`src/rtl/sdslot_pkg.sv`:
```
// Shared constants for the SD slot interrupt combiner.
// Assumes a 16-bit register file indexed by a 3-bit address.
package sdslot_pkg;
    localparam int unsigned SD_DW  = 16;
    localparam int unsigned SD_AW  = 3;
    localparam int unsigned WAKE_W = 2;

    localparam logic [SD_AW-1:0] RA_NSTS = 3'd0;
    localparam logic [SD_AW-1:0] RA_ESTS = 3'd1;
    localparam logic [SD_AW-1:0] RA_NSEN = 3'd2;
    localparam logic [SD_AW-1:0] RA_ESEN = 3'd3;
    localparam logic [SD_AW-1:0] RA_NSIG = 3'd4;
    localparam logic [SD_AW-1:0] RA_ESIG = 3'd5;
    localparam logic [SD_AW-1:0] RA_WAKE = 3'd6;
    localparam logic [SD_AW-1:0] RA_SLOT = 3'd7;

    localparam int unsigned MASK_REGS = 4;
endpackage

```
`src/rtl/sdslot_status_reg.sv`:
```
// Write-one-to-clear status register with per-bit set gating.
// A bit is set by an event pulse only when its status-enable is 1.
// A set on a bit wins over a clear of that bit in the same cycle.
// Bits outside KEEP_MASK are never stored and always read 0.
// Assumes that event pulses are synchronous to clk.
module sdslot_status_reg #(
    parameter int unsigned W = 16,
    parameter logic [W-1:0] KEEP_MASK = '1
) (
    input  logic         clk,
    input  logic         rst_n,
    input  logic         clr_we,
    input  logic [W-1:0] clr_data,
    input  logic [W-1:0] set_evt,
    input  logic [W-1:0] set_en,
    output logic [W-1:0] sts_o
);
    logic [W-1:0] sts_q;
    logic [W-1:0] set_vec;
    logic [W-1:0] clr_vec;

    // Gate the event pulses with status-enable and the storable-bit mask.
    always_comb set_vec = set_evt & set_en & KEEP_MASK;

    // The clear mask applies only while this register is being written.
    always_comb clr_vec = clr_we ? clr_data : '0;

    // Update the status bits; a set has priority over a clear.
    always_ff @(posedge clk) begin
        if (!rst_n) sts_q <= '0;
        else        sts_q <= ((sts_q & ~clr_vec) | set_vec) & KEEP_MASK;
    end

    assign sts_o = sts_q;


    set_gate_chk: assert property (@(posedge clk) disable iff (!rst_n)
        (|(set_evt & set_en & KEEP_MASK)) |=>
        ((sts_o & $past(set_evt & set_en & KEEP_MASK)) == $past(set_evt & set_en & KEEP_MASK)));


    no_set_hold_chk: assert property (@(posedge clk) disable iff (!rst_n)
        (!clr_we && ((set_evt & set_en & KEEP_MASK) == '0)) |=> (sts_o == $past(sts_o)));


    w1c_chk: assert property (@(posedge clk) disable iff (!rst_n)
        (clr_we && ((set_evt & set_en) == '0)) |=> ((sts_o & $past(clr_data)) == '0));
endmodule

```
`src/rtl/sdslot_cfg_regs.sv`:
```
// Enable-mask and wakeup-control registers of the slot interrupt combiner.
// Four full-width masks sit at consecutive indices from RA_NSEN upward,
// in this order: normal status-enable, error status-enable, normal
// signal-enable, error signal-enable. The wakeup control holds two bits.
// Assumes that reg_wdata is meaningful only while reg_we is high.
module sdslot_cfg_regs
    import sdslot_pkg::*;
#(
    parameter int unsigned W = SD_DW
) (
    input  logic              clk,
    input  logic              rst_n,
    input  logic              we,
    input  logic [SD_AW-1:0]  addr,
    input  logic [W-1:0]      wdata,
    output logic [W-1:0]      nsen_o,
    output logic [W-1:0]      esen_o,
    output logic [W-1:0]      nsig_o,
    output logic [W-1:0]      esig_o,
    output logic [WAKE_W-1:0] wake_o
);
    logic [W-1:0]      mask_q [MASK_REGS];
    logic [WAKE_W-1:0] wake_q;

    for (genvar g = 0; g < MASK_REGS; g++) begin : g_mask
        localparam logic [SD_AW-1:0] MY_ADDR = RA_NSEN + SD_AW'(g);
        // Load one mask register when its own index is written.
        always_ff @(posedge clk) begin
            if (!rst_n)                        mask_q[g] <= '0;
            else if (we && (addr == MY_ADDR))  mask_q[g] <= wdata;
        end
    end

    // Load the wakeup control bits.
    always_ff @(posedge clk) begin
        if (!rst_n)                        wake_q <= '0;
        else if (we && (addr == RA_WAKE))  wake_q <= wdata[WAKE_W-1:0];
    end

    assign nsen_o = mask_q[0];
    assign esen_o = mask_q[1];
    assign nsig_o = mask_q[2];
    assign esig_o = mask_q[3];
    assign wake_o = wake_q;
endmodule

```
`src/rtl/sdslot_irq_combine.sv`:
```
// Combinational interrupt combiner. The line is the OR of four terms:
// normal status masked by normal signal-enable, error status masked by
// error signal-enable, the card-insert bit gated by wakeup bit 0, and the
// card-remove bit gated by wakeup bit 1. Nothing is stored here.
module sdslot_irq_combine
    import sdslot_pkg::*;
#(
    parameter int unsigned W       = SD_DW,
    parameter int unsigned INS_BIT = 6,
    parameter int unsigned REM_BIT = 7
) (
    input  logic [W-1:0]      nsts_view,
    input  logic [W-1:0]      ests,
    input  logic [W-1:0]      nsig,
    input  logic [W-1:0]      esig,
    input  logic [WAKE_W-1:0] wake,
    output logic              line_o
);
    logic              norm_hit;
    logic              err_hit;
    logic [WAKE_W-1:0] card_bits;
    logic              wake_hit;

    // Evaluate each contributing term, then OR them into the line.
    always_comb begin
        norm_hit  = |(nsts_view & nsig);
        err_hit   = |(ests & esig);
        card_bits = {nsts_view[REM_BIT], nsts_view[INS_BIT]};
        wake_hit  = |(card_bits & wake);
        line_o    = norm_hit | err_hit | wake_hit;
    end
endmodule

```
`src/rtl/sdslot_irq_top.sv`:
```
// SD slot interrupt combiner top.
// Holds the normal and error status registers and the enable/wakeup
// registers. It derives the error-summary bit and drives a level interrupt
// line that also serves as the slot interrupt status readback.
// Assumes a single clock and a synchronous active-low reset, and that
// events are one-cycle pulses sampled on clk.
module sdslot_irq_top
    import sdslot_pkg::*;
#(
    parameter int unsigned DATA_W  = SD_DW,
    parameter int unsigned INS_BIT = 6,
    parameter int unsigned REM_BIT = 7,
    parameter int unsigned SUM_BIT = 15
) (
    input  logic              clk,
    input  logic              rst_n,
    input  logic              reg_we,
    input  logic [SD_AW-1:0]  reg_addr,
    input  logic [DATA_W-1:0] reg_wdata,
    output logic [DATA_W-1:0] reg_rdata,
    input  logic [DATA_W-1:0] norm_evt,
    input  logic [DATA_W-1:0] err_evt,
    input  logic              card_ins,
    input  logic              card_rem,
    output logic              irq_o
);
    localparam logic [DATA_W-1:0] SUM_MASK = DATA_W'(1) << SUM_BIT;
    localparam logic [DATA_W-1:0] INS_MASK = DATA_W'(1) << INS_BIT;
    localparam logic [DATA_W-1:0] REM_MASK = DATA_W'(1) << REM_BIT;

    logic [DATA_W-1:0] nsts_q, ests_q, nsts_view;
    logic [DATA_W-1:0] nsen, esen, nsig, esig;
    logic [WAKE_W-1:0] wake;
    logic [DATA_W-1:0] norm_set;
    logic              nsts_wr, ests_wr, err_any;

    // Merge the card-detect pulses into the normal event vector.
    always_comb begin
        norm_set = norm_evt;
        if (card_ins) norm_set = norm_set | INS_MASK;
        if (card_rem) norm_set = norm_set | REM_MASK;
    end

    // Decode writes aimed at the two status registers.
    always_comb begin
        nsts_wr = reg_we && (reg_addr == RA_NSTS);
        ests_wr = reg_we && (reg_addr == RA_ESTS);
    end

    sdslot_status_reg #(.W(DATA_W), .KEEP_MASK(~SUM_MASK)) u_norm_sts (
        .clk(clk), .rst_n(rst_n), .clr_we(nsts_wr), .clr_data(reg_wdata),
        .set_evt(norm_set), .set_en(nsen), .sts_o(nsts_q)
    );

    sdslot_status_reg #(.W(DATA_W), .KEEP_MASK('1)) u_err_sts (
        .clk(clk), .rst_n(rst_n), .clr_we(ests_wr), .clr_data(reg_wdata),
        .set_evt(err_evt), .set_en(esen), .sts_o(ests_q)
    );

    sdslot_cfg_regs #(.W(DATA_W)) u_cfg (
        .clk(clk), .rst_n(rst_n), .we(reg_we), .addr(reg_addr),
        .wdata(reg_wdata), .nsen_o(nsen), .esen_o(esen),
        .nsig_o(nsig), .esig_o(esig), .wake_o(wake)
    );

    // Insert the derived error-summary bit into the normal status view.
    always_comb begin
        err_any   = |ests_q;
        nsts_view = (nsts_q & ~SUM_MASK) | (err_any ? SUM_MASK : '0);
    end

    sdslot_irq_combine #(.W(DATA_W), .INS_BIT(INS_BIT), .REM_BIT(REM_BIT)) u_comb (
        .nsts_view(nsts_view), .ests(ests_q), .nsig(nsig), .esig(esig),
        .wake(wake), .line_o(irq_o)
    );

    // Select the read data for the addressed register.
    always_comb begin
        case (reg_addr)
            RA_NSTS: reg_rdata = nsts_view;
            RA_ESTS: reg_rdata = ests_q;
            RA_NSEN: reg_rdata = nsen;
            RA_ESEN: reg_rdata = esen;
            RA_NSIG: reg_rdata = nsig;
            RA_ESIG: reg_rdata = esig;
            RA_WAKE: reg_rdata = {{(DATA_W-WAKE_W){1'b0}}, wake};
            default: reg_rdata = {{(DATA_W-1){1'b0}}, irq_o};
        endcase
    end


    slot_rd_chk: assert property (@(posedge clk) disable iff (!rst_n)
        (reg_addr == RA_SLOT) |-> (reg_rdata == {{(DATA_W-1){1'b0}}, irq_o}));


    wake_ins_chk: assert property (@(posedge clk) disable iff (!rst_n)
        (nsts_q[INS_BIT] && wake[0]) |-> irq_o);


    wake_rem_chk: assert property (@(posedge clk) disable iff (!rst_n)
        (nsts_q[REM_BIT] && wake[1]) |-> irq_o);


    err_line_chk: assert property (@(posedge clk) disable iff (!rst_n)
        ((ests_q & esig) != '0) |-> irq_o);


    sum_view_chk: assert property (@(posedge clk) disable iff (!rst_n)
        (reg_addr == RA_NSTS) |-> (reg_rdata[SUM_BIT] == (ests_q != '0)));
endmodule

```
`config.mk`:
```
export PLATFORM = sky130hd
export DESIGN_NAME = sdslot_irq_top
export DESIGN_NICKNAME = d
export VERILOG_FILES = /design/src/rtl/sdslot_pkg.sv /design/src/rtl/sdslot_status_reg.sv /design/src/rtl/sdslot_cfg_regs.sv /design/src/rtl/sdslot_irq_combine.sv /design/src/rtl/sdslot_irq_top.sv
export SDC_FILE = /design/constraint.sdc
export NUM_CORES = 1
export LEC_CHECK = 0
export BUFFER_PORTS_ARGS = -buffer_cell sky130_fd_sc_hd__buf_2
export CORE_ASPECT_RATIO = 1.4
export CORE_MARGIN = 5
export CORE_UTILIZATION = 40
export CTS_CLUSTER_SIZE = 16
export DETAILED_ROUTE_END_ITERATION = 7
export MAX_ROUTING_LAYER = met4
export SLEW_MARGIN = 40
export SYNTH_ARGS = -nofsm -noshare
export SYNTH_HDL_FRONTEND = slang
export SYNTH_SLANG_ARGS = --single-unit
```
`constraint.sdc`:
```
create_clock -name clk -period 3.7 [get_ports clk]
set_clock_uncertainty 0.2 [all_clocks]
set_input_delay 0 -clock clk [delete_from_list [all_inputs] [get_ports clk]]
set_output_delay 0 -clock clk [all_outputs]
set_load 0.1 [all_outputs]
```
# Yosys cells after proc, flatten, opt, wreduce, memory -nomap -nowiden
# Memory sizes are Yosys's and may differ from the RTL's.
# Index checks and enable logic that the tools add are counted.
# W data, S select, Z words.
# word_totals
out_inout_bits	17
mem_bits_rw	64
inputBits	56
register_bits	33
mem_count	1
word_cells	63
# op_classes
bitwise	18
mux	23
n_reduce_logical	12
n_eq_ne	6
# memory_table
name	words	width	rd	rd_ports_with_merged_regs	write_ports	line_no	rtl
u_cfg.mask_q	4	16	4	0	4	sdslot_cfg_regs.sv:22	logic [W-1:0] mask_q [MASK_REGS];
# op_table
cell	count
$pmux W16 S7	1
$mux W16	6
$and A16 B16 Y16	4
$reduce_or A16 Y1	3
$and A15 B15 Y15	2
$not A16 Y16	1
$or A15 B16 Y16	1
$or A16 B16 Y16	1
$mux W15	1
$not A15 Y15	1
$or A15 B15 Y15	1
$mux W1	13
$eq A3 B3 Y1 const B	3
$mux W8	1
$logic_and A1 B1 Y1	7
$mux W7	1
$eq A3 B2 Y1 const B	2
$or A1 B1 Y1	6
$eq A3 B1 Y1 const B	1
$logic_not A3 Y1	1
$and A2 B2 Y2	1
$reduce_or A2 Y1	1

# Longest topological paths before layout
# Gate-level depths: netlist of run 1.
# logic_depth
depth_word	8
ltp_mapped	7
ltp_nobuf	5

# Modules after synthesis
# Synthesis of run 1 repeated with hierarchy kept, for this count alone.
# hier_totals
hier_cells	454
hier_area_um2	5300.1
# modules_own_cells
mod	instances	seq_area_each_um2	area_per_inst_um2	cells_per_inst
sdslot_cfg_regs	1	1961.9	2886.5	175
sdslot_irq_top	1	0.0	940.9	122
sdslot_status_reg (u_err_sts)	1	320.3	669.4	69
sdslot_status_reg (u_norm_sts)	1	300.3	624.3	66
sdslot_irq_combine	1	0.0	178.9	22

# Least setup slack after synthesis of run 1
# OpenSTA, ideal clock, no wires.
# synth_path
path_type	input -> output
from	input reg_addr[0]
to	output reg_rdata[13]
n_path_buf	2
arrival_time_ps	3009
setup_slack_ps	491
stages	4
required_ps	3500
cell_sequence	buf_2 clkbuf_1 mux2i_1 o32ai_1
# synth_via
elab_chain_cells	2
elab_cells_between_ends	8
cone_classes	eq/ne (6); mux (1); reduce/logical (1)
# synth_lines
item	line_no	rtl
start: declaration	sdslot_irq_top.sv:18	input logic [SD_AW-1:0] reg_addr,
$eq A3 B3 Y1 (tied with other cells)	sdslot_irq_top.sv:79	case (reg_addr)
$pmux W16 S7 (*)	sdslot_irq_top.sv:79	
end: declaration	sdslot_irq_top.sv:20	output logic [DATA_W-1:0] reg_rdata,
# Every way passes the cells marked *; elsewhere a longest branch is shown, timed or not.

==> results of run 1 <==
## worst max-delay path: cells and delay by family (launching register included)
| kind | cells | cell delay (ns) |
|---|---|---|
| AOI/OAI and AO/OA | 3 | 0.73 |
| buffers and inverters | 1 | 0.29 |
| DFF | 1 | 0.39 |
| and+or+nand+nor | 2 | 0.71 |
## flip-flops by register name (all words and copies together) (netlist names)
| name | flops |
|---|---|
| u_err_sts.sts_o | 16 |
| u_cfg.mask_q | 64 |
| u_cfg.wake_o | 2 |
| u_norm_sts.sts_o | 15 |
## worst max path at each step
stage,startpoint,to,slack [ns]
6_report,u_cfg.mask_q[3][7],reg_rdata[0],1.03
2_1_floorplan,reg_addr[0],reg_rdata[13],0.49
3_5_place_dp,reg_addr[0],reg_rdata[4],1.37
5_1_grt,u_cfg.mask_q[3][7],reg_rdata[0],0.96
3_3_place_gp,reg_addr[1],reg_rdata[0],1.42
4_1_cts,u_cfg.mask_q[3][7],reg_rdata[0],1.05
## timing repair
item	in CTS	in global routing
endpoints found under the hold margin	97	0
hold buffers	81	0
endpoints found under the setup margin	0	0
## cell families after synthesis
logic type,count (synthesis),synth area share
flip-flops,97,0.5397
buffers and inverters,27,0.02981
multiplexers,31,0.07950
AO/OA/AOI/OAI,91,0.1428
AND/OR/NAND/NOR,181,0.2082
## power by group
| group | leakage [uW] | total, uW | internal, uW | switching (uW) |
|---|---|---|---|---|
| logic | 0.00144 | 538 | 215 | 323 |
| clock network | 0.000160 | 1070 | 658 | 408 |
| registers | 0.000892 | 1290 | 1230 | 62.1 |
## area by class of cell
type | count | area [sq um] | area share
Tap cell | 147 | 183.9 | 0.02842
Timing Repair Buffer | 167 | 1279 | 0.1976
Multi-Input combinational cell | 303 | 2073 | 0.3203
Clock buffer | 10 | 229.0 | 0.03538
Inverter | 5 | 18.77 | 0.002900
Sequential cell | 97 | 2582 | 0.3990
Clock inverter | 6 | 106.4 | 0.01643
## cell usage in the layout (no fill, tap or decap), types with 5 or more instances in the layout
master                          netlist  final
sky130_fd_sc_hd__nand2_1             41     41
sky130_fd_sc_hd__and2_1              64     64
sky130_fd_sc_hd__a21oi_1             10     10
sky130_fd_sc_hd__dfxtp_1             33     33
sky130_fd_sc_hd__a22oi_1             37     37
sky130_fd_sc_hd__mux4_2               5      5
sky130_fd_sc_hd__mux2_2               5      5
sky130_fd_sc_hd__mux2i_1             20     20
sky130_fd_sc_hd__clkbuf_16            0      9
sky130_fd_sc_hd__edfxtp_1            64     64
sky130_fd_sc_hd__a22o_1               5      5
sky130_fd_sc_hd__nand3_1              6      6
sky130_fd_sc_hd__nor2_1              18     18
sky130_fd_sc_hd__o22ai_1              8      8
sky130_fd_sc_hd__buf_2                4     71
sky130_fd_sc_hd__dlygate4sd3_1        0     81
sky130_fd_sc_hd__nor2b_1             34     34
sky130_fd_sc_hd__buf_4                0     15
## stage by stage
| step | area, sq um | utilization | std cells | setup WS, ns |
|---|---|---|---|---|
| after global routing | 6472 | 0.5503 | 735 | 0.9594 |
| after floorplan | 4785 | - | 427 | 0.4908 |
| after detailed placement | 5321 | 0.4524 | 638 | 1.366 |
| after CTS | 6467 | 0.5499 | 735 | 1.048 |
| after global placement | 5321 | 0.4524 | 638 | 1.417 |
| final | 6472 | 0.5503 | 735 | 1.028 |
## routing by layer
layer,vias up,part of all wire,global-route usage
met5,-,0,-
met4,0,0.029,0.08777
met3,36,0.060,0.03605
met2,159,0.50,0.3513
met1,2044,0.41,0.2808
li1,1890,-,-
==> impl_metrics.json, run 1 <==
{
  "synth.yosys.warnings": 0,
  "cts_resized": 0,
  "critical-path-slowest-cell": "sky130_fd_sc_hd__or4b_4",
  "post_synth_main_area_contributors": "sky130_fd_sc_hd__edfxtp_1 40%, sky130_fd_sc_hd__dfxtp_1 14%, sky130_fd_sc_hd__and2_1 8.4%, sky130_fd_sc_hd__a22oi_1 5.8%, sky130_fd_sc_hd__nor2b_1 4.4%",
  "worstPathCellList": "a22o_2 > a221oi_2 > nand4_1 > or4b_4 > o21a_1 > buf_2",
  "vias_per_cell": 5.618,
  "power.ir.vdd_worst_v": 0.0002965,
  "grtUsageTotal": 0.2217,
  "global_route_wire_length_before_repair_mm": 23.01,
  "first_global_vias": 4114,
  "numCtsBuffers": 9,
  "synth_enable_flop_cells": 64,
  "n_fill_cell": 1031,
  "holdPathEnd": "u_err_sts.sts_o[1]",
  "worstSetupPathType": "flop to primary output",
  "dpl.hpwl_mm": 9.891,
  "slew_headroom": 0.4644,
  "yosys.area.top_type": "sky130_fd_sc_hd__edfxtp_1",
  "timing.hold.worst.class": "input port to flop",
  "layout_stage_area_growth_over_the_synthesis_result_pct": 35.28,
  "drt_first_iter_violations": 352,
  "detailroute.via_count": 4129,
  "antenna_violations_before_repair": 0,
  "globalRouteOverflowTotal": 0,
  "run_status": "complete, no violations",
  "die_area_sq_um": 14280,
  "routabilityCongestion": 0.8549,
  "finalPower_uw": 2894,
  "synth_area_sq_um": 4785,
  "unrepaired_setup_endpoints_after_global_routing": "false",
  "yosysTopAreaCellShare": 0.4017,
  "leakage_uw": 0.002489,
  "min_from": "rst_n",
  "rows": 47,
  "timing.critical_path.fanout_max": 2,
  "fin_crit_sh": 0.7222,
  "worst-endpoint-required_ns": 3.50,
  "maximum_clock_insertion_buffer_count": 2,
  "drv.max_cap_violation_count": 0,
  "p_per_area_nw_per_um2": 447.1,
  "cts_num_sinks": 97,
  "clockRootBuffer": "sky130_fd_sc_hd__clkbuf_16",
  "reg2regPathDepth": 4,
  "die_height_um": 139.4,
  "cp_slowest_stage_delay_ns": 0.57,
  "floorplan.io_pins": 73,
  "setup_viol": 0,
  "finalSetupTns_ns": 0,
  "share_of_the_yosys_chip_area_belonging_to_registers": 0.5397,
  "final_nets": 639,
  "syn-instance-count": 427,
  "grt_max_degree": 40,
  "start_util": 0.4068,
  "remaining_drc_errors": 0,
  "placeableCoreArea_sq_um": 11760,
  "critPathCaptureType": "primary output",
  "port_buffers": 71,
  "arr_time_crit_path_ns": 2.47,
  "worstReg2RegEnd": "u_norm_sts.sts_o[6]",
  "reg2reg_setup_slack_ns": 1.71,
  "drtAntennaViolNets": 0,
  "final-max-slew-violation-count": 0,
  "synth_top_flop_cell": "sky130_fd_sc_hd__edfxtp_1",
  "worstHoldPathCells": 3,
  "timing.critical_path.from_type": "flop",
  "final_period_minus_worst_setup_slack_ns": 2.672,
  "post-cts-setup-buffers": 0,
  "die_x_um": 102.4,
  "syn_nets": 483,
  "clkLatencyLatePin_ns": 0.35,
  "synth_seq_cells": 97,
  "postSynth.asyncResetShare": 0,
  "fmax_ghz": 0.3742,
  "tightest_slew_ns": 0.8033,
  "route.final.wire_length_mm": 15.11,
  "timing_hold_violations_final": 0,
  "finalHoldWorstSlack_ns": 0.03026,
  "clock_tree_from_tritoncts": "yes",
  "synth.lib_cells_used.distinct": 44,
  "cts.reportedPaths.clkPinSlew_ns": 0.07,
  "syn_area_per_cell_sq_um": 11.21,
  "cts_max_level": 3,
  "final_layout_size_suffix_gt1_frac": 0.2109,
  "antennaDiodeCount": 0,
  "routed_wire_length_per_instance_um": 20.56,
  "detailedRoute.firstPassIterationCount": 4,
  "regToRegStartpoint": "u_cfg.mask_q[0][6]",
  "netlist_top_cells_count": "64 x sky130_fd_sc_hd__and2_1, 64 x sky130_fd_sc_hd__edfxtp_1, 41 x sky130_fd_sc_hd__nand2_1"
}
Power figures use the tool's default switching activity.
==> run 2, diff against run 1 <==
==> constraint.sdc (replaced) <==
create_clock -name clk -period 2.7 [get_ports clk]
set_clock_uncertainty 0.2 [all_clocks]
set_input_delay 0 -clock clk [delete_from_list [all_inputs] [get_ports clk]]
set_output_delay 0 -clock clk [all_outputs]
set_load 0.1 [all_outputs]
==> run 2 against run 1 <==
  * Via count about the same
  * Cell area increased by 1.8%
  * Die area unchanged
  * First-iteration DRC count decreased by 28%
  * Sequential power increased by 37%
  * Largest power group unchanged
==> impl_metrics.json, run 2 (same netlist as run 1, synthesis figures left out) <==
{
  "run_status": "complete, no violations",
  "placedInstanceArea_sq_um": 5411,
  "timing.critical_path.from_type": "flop",
  "clkLatencyLatePin_ns": 0.34,
  "final_layout_size_suffix_gt1_frac": 0.2268,
  "route.final.wire_length_mm": 15.45,
  "first_global_vias": 4387,
  "grt_max_degree": 28,
  "routabilityCongestion": 0.8867,
  "final-max-slew-violation-count": 0,
  "numCtsBuffers": 9,
  "tightest_slew_ns": 0.6547,
  "largest_register": "u_cfg.mask_q",
  "finalSetupTns_ns": 0,
  "cp_slowest_stage_delay_ns": 0.58,
  "layout_stage_area_growth_over_the_synthesis_result_pct": 37.68,
  "clock_tree_from_tritoncts": "yes",
  "power.ir.vdd_worst_v": 0.0003685,
  "port_buffers": 71,
  "regToRegStartpoint": "u_cfg.mask_q[0][6]",
  "setup_viol": 0,
  "detailroute.via_count": 4125,
  "start_util": 0.4068,
  "reg2reg_setup_slack_ns": 0.65,
  "global_route_wire_length_before_repair_mm": 24.01,
  "most-common-layout-cells": "87 x sky130_fd_sc_hd__dlygate4sd3_1, 69 x sky130_fd_sc_hd__buf_2, 64 x sky130_fd_sc_hd__and2_1, 64 x sky130_fd_sc_hd__edfxtp_1, 41 x sky130_fd_sc_hd__nand2_1",
  "final_period_minus_worst_setup_slack_ns": 2.599,
  "timing.critical_path.fanout_max": 2,
  "worstSetupEndpoint": "reg_rdata[0]",
  "die_area_sq_um": 14280,
  "cts_max_level": 3,
  "drtAntennaViolNets": 0,
  "drv.max_cap_violation_count": 0,
  "arr_time_crit_path_ns": 2.40,
  "placeableCoreArea_sq_um": 11760,
  "post-cts-setup-buffers": 0,
  "dpl.hpwl_mm": 10.54,
  "die_x_um": 102.4,
  "unrepaired_setup_endpoints_after_global_routing": "false",
  "leakage_uw": 0.002566,
  "min_from": "reg_addr[1]",
  "worstReg2RegEnd": "u_norm_sts.sts_o[6]",
  "final_common_cell": "sky130_fd_sc_hd__dlygate4sd3_1",
  "n_fill_cell": 1050,
  "detailedRoute.firstPassIterationCount": 7,
  "cts_num_sinks": 97,
  "critical-path-slowest-cell": "sky130_fd_sc_hd__or4b_4",
  "worstHoldPathCells": 5,
  "vias_per_cell": 5.493,
  "fmax_ghz": 0.3848,
  "timing.hold.worst.class": "input port to flop",
  "clockRootBuffer": "sky130_fd_sc_hd__clkbuf_16",
  "finalHoldWorstSlack_ns": 0.1614,
  "worst-endpoint-required_ns": 2.50,
  "floorplan.io_pins": 73,
  "cts.reportedPaths.clkPinSlew_ns": 0.06,
  "p_per_area_nw_per_um2": 574.8,
  "reg2regPathDepth": 4,
  "worstPathCellList": "a22o_1 > a221oi_2 > nand4_1 > or4b_4 > o21a_1 > buf_4",
  "routed_wire_length_per_instance_um": 20.57,
  "antenna_violations_before_repair": 0,
  "antennaDiodeCount": 0,
  "critPathCaptureType": "primary output",
  "final_nets": 656,
  "slew_headroom": 0.5619,
  "postLayoutCellArea_sq_um": 6588,
  "max_ffs_per_register": 64,
  "timing_hold_violations_final": 0,
  "drt_first_iter_violations": 253,
  "globalRouteOverflowTotal": 0,
  "rows": 47,
  "setup.worst_path.start": "u_cfg.mask_q[3][2]",
  "die_height_um": 139.4,
  "fin_crit_sh": 0.9624,
  "remaining_drc_errors": 0,
  "worstSetupPathType": "flop to primary output",
  "grtUsageTotal": 0.2297,
  "maximum_clock_insertion_buffer_count": 2
}
run 2: cell types whose count changed in the layout (fill, tap and decap cells not counted), moves of 2 or more:
cell / change
sky130_fd_sc_hd__buf_4: +10
sky130_fd_sc_hd__dlygate4sd3_1: +6
sky130_fd_sc_hd__buf_2: -2
sky130_fd_sc_hd__buf_6: +2
sky130_fd_sc_hd__bufinv_16: -2
sky130_fd_sc_hd__clkinv_2: +2
run 2: critical path: cells and delay by family (launching register included):
| family | cells | cell delay (ns) |
|---|---|---|
| and+or+nand+nor | 2 | 0.76 |
| DFF | 1 | 0.39 |
| AOI/OAI and AO/OA | 3 | 0.69 |
| buffers and inverters | 1 | 0.23 |
run 2: report_power, final:
part,internal (uW),switching (uW)
combinational,313,448
clock,734,523
sequential,1680,84.8
total,2730,1060
run 2: stage by stage:
step                      std cells  setup WS, ns  utilization  total power [uW]
after CTS                       751       0.01457       0.5586              3799
after floorplan                 427       0.04519            -              2211
after global placement          649        0.4517       0.4601              2410
final                           751        0.1015       0.5601              3786
after detailed placement        649        0.4183       0.4601              2422
after global routing            751      0.009227       0.5601              3927
run 2: routing by layer:
metal	share of wire	routed length [um]	global-route usage	up-vias
met1	0.41	6295	0.2819	2038
met4	0.026	403	0.07740	0
met5	0	0	-	-
met2	0.51	7895	0.3833	132
li1	-	-	-	1929
met3	0.055	852	0.03305	26
run 2: timing repair:
item / 4_1_cts / 5_1_grt
hold endpoints to repair: 97 / 0
gates resized for setup: 0 / 7
setup endpoints to repair: 0 / 4
hold buffers: 87 / 0
run 2: area by class of cell:
class | instances | area [sq um] | share of cell area
clock buffers | 11 | 242.7 | 0.03685
clock inverters | 4 | 45.04 | 0.006838
inverters | 5 | 18.77 | 0.002849
multi-input cells | 303 | 2081 | 0.3159
flip-flops and latches | 97 | 2582 | 0.3920
well taps | 147 | 183.9 | 0.02792
repair buffers | 184 | 1434 | 0.2177
run 2: how the worst min path moves through the flow:
stage                                    end  slack (ns)
after floorplan              u_cfg.wake_o[0]       -0.03
after global placement    u_err_sts.sts_o[5]        0.07
after detailed placement  u_err_sts.sts_o[3]        0.08
after CTS                    u_cfg.wake_o[0]        0.14
after global routing         u_cfg.wake_o[0]        0.18
final                        u_cfg.wake_o[0]        0.16
